File: src/rtl/pc_next_unit.sv
module pc_next_unit #(
  parameter logic [7:0] SP_INIT = 8'h07
) (
  input  logic        clk,
  input  logic        rst_n,
  input  logic        start,
  input  logic [2:0]  kind,
  input  logic        is_call,
  input  logic [15:0] pc,
  input  logic [1:0]  ilen,
  input  logic [2:0]  op_page,
  input  logic [7:0]  byte2,
  input  logic [7:0]  byte3,
  input  logic [7:0]  acc,
  input  logic [15:0] dptr,
  input  logic [7:0]  stk_rdata,
  output logic        stk_we,
  output logic        stk_re,
  output logic [7:0]  stk_addr,
  output logic [7:0]  stk_wdata,
  output logic [7:0]  sp_out,
  output logic        busy,
  output logic [15:0] npc,
  output logic        npc_valid
);

  typedef enum logic [2:0] {S_IDLE, S_PUSH_LO, S_PUSH_HI, S_POP_HI, S_POP_LO} state_t;

  localparam logic [2:0] K_REL  = 3'd1;
  localparam logic [2:0] K_ABS  = 3'd2;
  localparam logic [2:0] K_LONG = 3'd3;
  localparam logic [2:0] K_IDX  = 3'd4;
  localparam logic [2:0] K_RET  = 3'd5;

  state_t      state;
  logic [7:0]  sp;
  logic [15:0] ret_q, tgt_q;
  logic [7:0]  hi_q;
  logic [15:0] fall, target;
  logic [7:0]  off;

  assign fall = pc + {14'd0, ilen};
  assign off  = (ilen == 2'd3) ? byte3 : byte2;

  always_comb begin
    case (kind)
      K_REL:   target = fall + {{8{off[7]}}, off};
      K_ABS:   target = {fall[15:11], op_page, byte2};
      K_LONG:  target = {byte2, byte3};
      K_IDX:   target = dptr + {8'd0, acc};
      default: target = fall;
    endcase
  end

  always_ff @(posedge clk) begin
    if (!rst_n) begin
      state     <= S_IDLE;
      sp        <= SP_INIT;
      ret_q     <= '0;
      tgt_q     <= '0;
      hi_q      <= '0;
      npc       <= '0;
      npc_valid <= 1'b0;
    end else begin
      npc_valid <= 1'b0;
      case (state)
        S_IDLE: if (start) begin
          if (kind == K_RET) state <= S_POP_HI;
          else if (is_call) begin
            ret_q <= fall;
            tgt_q <= target;
            state <= S_PUSH_LO;
          end else begin
            npc       <= target;
            npc_valid <= 1'b1;
          end
        end
        S_PUSH_LO: begin
          sp    <= sp + 8'd1;
          state <= S_PUSH_HI;
        end
        S_PUSH_HI: begin
          sp        <= sp + 8'd1;
          npc       <= tgt_q;
          npc_valid <= 1'b1;
          state     <= S_IDLE;
        end
        S_POP_HI: begin
          hi_q  <= stk_rdata;
          sp    <= sp - 8'd1;
          state <= S_POP_LO;
        end
        S_POP_LO: begin
          npc       <= {hi_q, stk_rdata};
          npc_valid <= 1'b1;
          sp        <= sp - 8'd1;
          state     <= S_IDLE;
        end
        default: state <= S_IDLE;
      endcase
    end
  end

  assign stk_we    = (state == S_PUSH_LO) || (state == S_PUSH_HI);
  assign stk_re    = (state == S_POP_HI) || (state == S_POP_LO);
  assign stk_addr  = stk_we ? sp + 8'd1 : sp;
  assign stk_wdata = (state == S_PUSH_LO) ? ret_q[7:0] : ret_q[15:8];
  assign sp_out    = sp;
  assign busy      = (state != S_IDLE);

  AST_PUSH_STEP: assert property (@(posedge clk) disable iff (!rst_n)
    stk_we |=> sp_out == $past(sp_out) + 8'd1);
  AST_POP_STEP: assert property (@(posedge clk) disable iff (!rst_n)
    stk_re |=> sp_out == $past(sp_out) - 8'd1);
  AST_ONE_ACCESS: assert property (@(posedge clk) disable iff (!rst_n)
    !(stk_we && stk_re));
  AST_SP_QUIET: assert property (@(posedge clk) disable iff (!rst_n)
    (!stk_we && !stk_re) |=> $stable(sp_out));
  AST_DONE_STROBE: assert property (@(posedge clk) disable iff (!rst_n)
    $fell(busy) |-> npc_valid);
  AST_WRITE_PAIR: assert property (@(posedge clk) disable iff (!rst_n)
    (stk_we && !$past(stk_we)) |=> stk_we);

endmodule

File: config.mk
export PLATFORM = sky130hd
export DESIGN_NAME = pc_next_unit
export DESIGN_NICKNAME = d
export VERILOG_FILES = /design/src/rtl/pc_next_unit.sv
export SDC_FILE = /design/constraint.sdc
export NUM_CORES = 1
export LEC_CHECK = 0
export BUFFER_PORTS_ARGS = -buffer_cell sky130_fd_sc_hd__buf_2
export CORE_ASPECT_RATIO = 1.25
export CORE_MARGIN = 4
export CORE_UTILIZATION = 41
export CTS_CLUSTER_SIZE = 12
export DETAILED_ROUTE_END_ITERATION = 12
export PLACE_DENSITY = 0.72
export REMOVE_ABC_BUFFERS = 1
export SLEW_MARGIN = 20
export SYNTH_ARGS = -nofsm -noshare
export SYNTH_HDL_FRONTEND = slang
export SYNTH_SLANG_ARGS = --single-unit
File: constraint.sdc
create_clock -name clk -period 3.55 [get_ports clk]
set_clock_uncertainty 0.15 [all_clocks]
set_input_delay 0.5325 -clock clk [delete_from_list [all_inputs] [get_ports clk]]
set_output_delay 0.5325 -clock clk [all_outputs]
set_load 0.02 [all_outputs]
## After elaboration in Yosys (flattened, before gate mapping)

Cells that the tools add are included.

| word-level totals | value |
|---|---|
| register bits | 68 |
| latch bits | 0 |
| memory bits (writable) | 0 |
| memory bits (read-only) | 0 |
| input bits | 76 |
| output and inout port bits | 44 |
| word-level logic and storage cells | 56 |
| memories | 0 |

| cells by class | value |
|---|---|
| add/sub/neg operators | 5 |
| multiply operators | 0 |
| div/mod/pow operators | 0 |
| magnitude comparators | 0 |
| equal/unequal tests | 14 |
| shifts and indexed selects | 0 |
| muxes and demuxes | 17 |
| bitwise operators | 1 |
| reduce and logical (&&, ||, !) cells | 12 |

Operator list:

| kind | number |
|---|---|
| $pmux W16 S4 | 1 |
| $mux W16 | 3 |
| $pmux W16 S3 | 1 |
| $mux W8 | 3 |
| $add A16 B16 Y16 | 1 |
| $add A16 B2 Y16 | 1 |
| $add A16 B8 Y16 | 1 |
| $pmux W8 S2 | 1 |
| $eq A3 B2 Y1 const B | 4 |
| $eq A3 B3 Y1 const B | 3 |
| $mux W3 | 3 |
| $pmux W3 S3 | 1 |
| $add A8 B1 Y8 const B | 1 |
| $reduce_and A4 Y1 | 2 |
| $sub A8 B1 Y8 const B | 1 |
| $eq A3 B1 Y1 const B | 2 |
| $ne A2 B2 Y1 const B | 3 |
| $reduce_bool A3 Y1 | 2 |
| $reduce_or A2 Y1 | 3 |
| $logic_not A3 Y1 | 1 |
| $mux W1 | 3 |
| $ne A3 B3 Y1 const B | 1 |
| $eq A2 B2 Y1 const B | 1 |
| $logic_or A1 B1 Y1 | 2 |
| 4 further kinds | 4 |

## Depth between registers and ports, before layout

| logic depth | value |
|---|---|
| word-level depth | 8 |
| mapped depth | 16 |
| mapped depth without buffers | 16 |

## Worst setup path before layout

No wires, ideal clock.

| timing path | value |
|---|---|
| path kind | input to register |
| start point | input pc[0] |
| end point | register npc[13] |
| setup time | 0.074 ns |
| arrival time | 3.350 ns |
| data required time | 3.326 ns |
| slack | -0.024 ns |
| cell stages on the path | 15 |
| buffers on the path | 0 |
| cells stage by stage | ha_1 > fa_1 > nand2_1 > nor2_1 > xnor2_1 > inv_1 > ha_1 > a21oi_1 > a211oi_2 > nand2_1 > a211o_1 > or3_1 > a21oi_1 > o21ai_1 > a31oi_1 |

| on the way | value |
|---|---|
| longest elaborated chain between the ends | 7 |

RTL lines:

| element | line | source |
|---|---|---|
| from (decl) | 9 | `input logic [15:0] pc,` |
| $add A16 B2 Y16 | 42 | `assign fall = pc + {14'd0, ilen};` |
| net fall[6] | 39 | `logic [15:0] fall, target;` |
| $add A16 B16 Y16 | 47 | `K_REL: target = fall + {{8{off[7]}}, off};` |
| $pmux W16 S4 | 46 | `case (kind)` |
| $mux W16 | 69 | `else if (is_call) begin` |
| $mux W16 | 68 | `if (kind == K_RET) state <= S_POP_HI;` |
| $mux W16 | 67 | `S_IDLE: if (start) begin` |
| $pmux W16 S3 | 66 | `case (state)` |
| to (signal assigned) | 74 | `npc <= target;` |
| to (signal assigned) | 84 | `npc <= tgt_q;` |
| to (signal assigned) | 94 | `npc <= {hi_q, stk_rdata};` |
| to (decl) | 23 | `output logic [15:0] npc,` |

The timed path passes the listed nets, and every way through them passes these cells. The select of a mux whose other input is x is not followed.
A chain may end at the register's enable or synchronous reset.

## Worst setup path in the final report

| timing path | value |
|---|---|
| start point | input ilen[0] |
| end point | register npc[15] |

| on the way | value |
|---|---|
| elaborated cells on any way between the ends | 9 |
| classes of those cells | add/sub: 2; eq/ne: 1; mux: 6 |

RTL lines:

| element | line | source |
|---|---|---|
| from (decl) | 10 | `input logic [1:0] ilen,` |
| $add A16 B2 Y16 | 42 |  |
| net fall[8] | 39 |  |
| $add A16 B16 Y16 | 47 |  |
| $pmux W16 S4 | 46 |  |
| $mux W16 | 69 |  |
| $mux W16 | 68 |  |
| $mux W16 | 67 |  |
| $pmux W16 S3 | 66 |  |

The timed path passes the listed nets, and every way through them passes these cells. The select of a mux whose other input is x is not followed.

==> flow_metrics.env <==
export IMPL_clock_power_share_pct=35.1
export IMPL_ir_drop_v=0.0002459
export IMPL_worst_ep_arrival_time_ns=3.51
export IMPL_grt_max_degree=46
export IMPL_netlist_instances=679
export IMPL_yosysWarnings=0
export IMPL_rows=46
export IMPL_clock_tree_buffer_depth=2
export IMPL_gp_congestion=1.036
export IMPL_crit_type="primary input to flop"
export IMPL_power_w=0.002702
export IMPL_clock_fmax_mhz=293.6
export IMPL_synth_cell_type_count=68
export IMPL_maxCapViolations=0
export IMPL_ys_async_sr_fraction_pct=0
export IMPL_clockRootBuffer="clkbuf_16"
export IMPL_numCtsBuffers=9
export IMPL_cts_sinks=68
export IMPL_grt_pass1_wl_mm=26.17
export IMPL_syn_area_sq_mm=0.005291
export IMPL_ctsHtreeMaxLevel=3
export IMPL_relSlewSlack_pct=46.79
export IMPL_initial_core_util_pct=41.79
export IMPL_cp_num_buf_inv=2
export IMPL_finalSetupViolations=0
export IMPL_wirelength_mm=16.46
export IMPL_max_stage_delay_ns=0.36
export IMPL_synth_edf_count=0
export IMPL_whs_ns=0.3032
export IMPL_clock_latency_ns=0.33
export IMPL_crit_chain="buf_8 -> ha_4 -> fa_2 -> nand2_2 -> buf_6 -> nor3_4 -> nand2_2 -> xnor2_2 -> ha_1 -> o211ai_1 -> a211oi_2 -> nand2_1 -> a211o_1 -> o211ai_2 -> nand2_1 -> mux2_2 -> a41oi_1"
export IMPL_period_minus_slack_ns=3.406
export IMPL_critPathCaptureType="flop"
export IMPL_ys_ff_latch=68
export IMPL_n_antenna_cell=0
export IMPL_drv_slew=0
export IMPL_fin_nets=939
export IMPL_p_switching_w=0.0008587
export IMPL_pin_count=120
export IMPL_clk_pin_slew_worst_paths_ns=0.06
export IMPL_synth_flop_cell="dfxtp_1"
export IMPL_status="complete, no violations"
export IMPL_die_width_um=109.6
export IMPL_worstPathRequired_ns=3.65
export IMPL_period_share_pct=95.95
export IMPL_crit_family="compound AO/OA/AOI/OAI gates"
export IMPL_worstSetupStartpointType="primary input"
export IMPL_powerDensity_mw_per_mm2=395.8
export IMPL_wire_per_inst_um=16.36
export IMPL_dr_total_vias=5638
export IMPL_first_iter_violations=358
export IMPL_hpwl_mm=12.91
export IMPL_p_int_w=0.001844
export IMPL_grt_overflow=0
export IMPL_grt_pass1_vias=5359
export IMPL_hold_path_class="primary input to flop"
export IMPL_syn_avg_cell_area_sq_um=7.793
export IMPL_viasPerCell=5.604
export IMPL_hold_violations=0
export IMPL_cts_tree="done"
export IMPL_dr_pass1_iters=5
export IMPL_io_buffers=119
export IMPL_drc=0
export IMPL_critPathSlowestCell="a211o_1"
export IMPL_seq_power_share_pct=31.6
export IMPL_synthToLayoutAreaGrowth_pct=29.01
export IMPL_postRouteAntennaNets=0
export IMPL_grt_setup_unrepaired="yes"
export IMPL_fp_dieH_um=135.0
export IMPL_core_area_sq_mm=0.01266
export IMPL_dieArea_sq_mm=0.01480
export IMPL_crit_path_max_fanout=4
export IMPL_layout_drive_gt1_share_pct=29.59
export IMPL_track_usage_pct=22.31
export IMPL_antenna_found_initial=0
export IMPL_p_leak_nw=3.042
export IMPL_max_slew_worst_pin_slew_ns=0.7970
export IMPL_combPwrFrac_pct=33.4
export IMPL_yosysSeqAreaShare_pct=25.73
export IMPL_sw_frac_of_total_pct=31.78
==> synth_stat cells, types with 4 or more instances <==
library cell  instances  area [sq um]
a221oi_1              7         61.31
a21oi_1              50         250.2
xnor2_1              30         262.8
nor3_1               26         130.1
nor2_1               86         322.8
buf_2                10         50.05
xor2_1               19         166.4
nand2b_1              7         43.79
a21o_1                8         60.06
o21ai_0              42         210.2
mux2_2               18         202.7
a22oi_1              14         105.1
o211ai_1              9         67.56
a211oi_1             19         142.6
clkbuf_1             24         90.09
a31oi_1              16         100.1
mux2i_1              12         120.1
and3_1                4         25.02
o21bai_1              6         45.04
inv_1                22         82.58
ha_1                 27         337.8
dfxtp_1              68          1361
o21ai_1               7         35.03
nand2_1              56         210.2
nand4_1               6         37.54
nand3_1              16         80.08
nor2b_1               5         31.28
==> per-stage QoR <==
step / setup slack (ns) / TNS, ns / utilization [%] / instances / cell area, sq um
floorplan: -0.02812 / -0.03889 / - / 640 / 5105
global placement: -0.2403 / -1.883 / 50.34 / 988 / 6374
detailed placement: -0.3202 / -2.574 / 50.34 / 988 / 6374
CTS: 0.02844 / 0 / 52.86 / 1004 / 6693
global route: -0.05303 / -0.1582 / 53.91 / 1006 / 6827
finish: 0.1437 / 0 / 53.91 / 1006 / 6827
==> registers in the layout, summed over array words and instances, names as in the netlist <==
| register | cells |
|---|---|
| state | 3 |
| ret_q | 16 |
| sp_out | 8 |
| hi_q | 8 |
| tgt_q | 16 |
| npc_valid | 1 |
| npc | 16 |
==> path summary, 6_finish.rpt <==
| path | start | to | slack [ns] | cells after the start |
|---|---|---|---|---|
| worst max-delay path | ilen[0] | npc[15] | 0.14 | 17 |
| worst min-delay path | stk_rdata[2] | hi_q[2] | 0.30 | 3 |
| worst max register to register | state[0] | ret_q[6] | 0.95 | 6 |
| worst min register to register | ret_q[1] | ret_q[1] | 0.31 | 2 |
==> per-layer routing <==
layer | vias to the layer above | GRT usage [%] | routed length, um
li1 | 2770 | - | -
met1 | 2614 | 28.00 | 6860
met2 | 207 | 37.47 | 8065
met3 | 47 | 2.869 | 900
met4 | 0 | 10.60 | 633
met5 | - | 0 | 0
==> worst register-to-register path: cells and delay by family (launching register included) <==
kind,cells,cell delay [ns]
compound gates,1,0.22
buf+inv,1,0.38
flops,1,0.38
simple gates,4,1.39
==> logic make-up (layout without fill, tap and decap cells) <==
| kind of cell | count (synthesis) | count (layout) | synth area share, % |
|---|---|---|---|
| buf+inv | 62 | 221 | 5.155 |
| simple gates | 230 | 230 | 20.52 |
| xor+xnor | 50 | 50 | 8.418 |
| compound gates | 205 | 205 | 25.07 |
| mux | 34 | 34 | 7.590 |
| fa+ha+maj | 30 | 30 | 7.519 |
| flops | 68 | 68 | 25.73 |
==> power groups by stage <==
stage          registers, W  clock network [W]  logic, W
2_1_floorplan      0.000892                  0  0.000495
4_1_cts            0.000852           0.000969  0.000872
3_3_place_gp       0.000867                  0  0.000862
3_5_place_dp       0.000868                  0  0.000868
5_1_grt            0.000860           0.000994  0.000991
6_report           0.000853           0.000947  0.000902
==> area by class of cell <==
type                            instances  area (sq um)
Clock inverter                          4         72.57
Fill cell                            1281          5836
Clock buffer                           12         246.5
Multi-Input combinational cell        549          3757
Inverter                               23         86.33
Sequential cell                        68          1361
Timing Repair Buffer                  182          1092
Tap cell                              168         210.2
==> repair_timing <==
action                     4_1_cts  5_1_grt
setup endpoints to repair        0       12
hold endpoints to repair         0        0
hold buffers                     0        0
gates resized for setup          0       25
buffers inserted                 0        2
==> cells in the final DEF, fill, tap and decap left out, drive strengths merged, types with 4 or more instances in the layout <==
| master | n |
|---|---|
| a211oi | 22 |
| a21o | 8 |
| a21oi | 50 |
| a221oi | 7 |
| a22oi | 14 |
| a31oi | 16 |
| and3 | 4 |
| buf | 182 |
| clkbuf | 12 |
| dfxtp | 68 |
| ha | 27 |
| inv | 23 |
| mux2 | 19 |
| mux2i | 12 |
| nand2 | 56 |
| nand2b | 7 |
| nand3 | 17 |
| nand4 | 7 |
| nor2 | 88 |
| nor2b | 5 |
| nor3 | 28 |
| nor3b | 4 |
| o211ai | 10 |
| o21ai | 49 |
| o21bai | 6 |
| or2 | 4 |
| xnor2 | 31 |
| xor2 | 19 |
(Power assumes the default switching activity.)
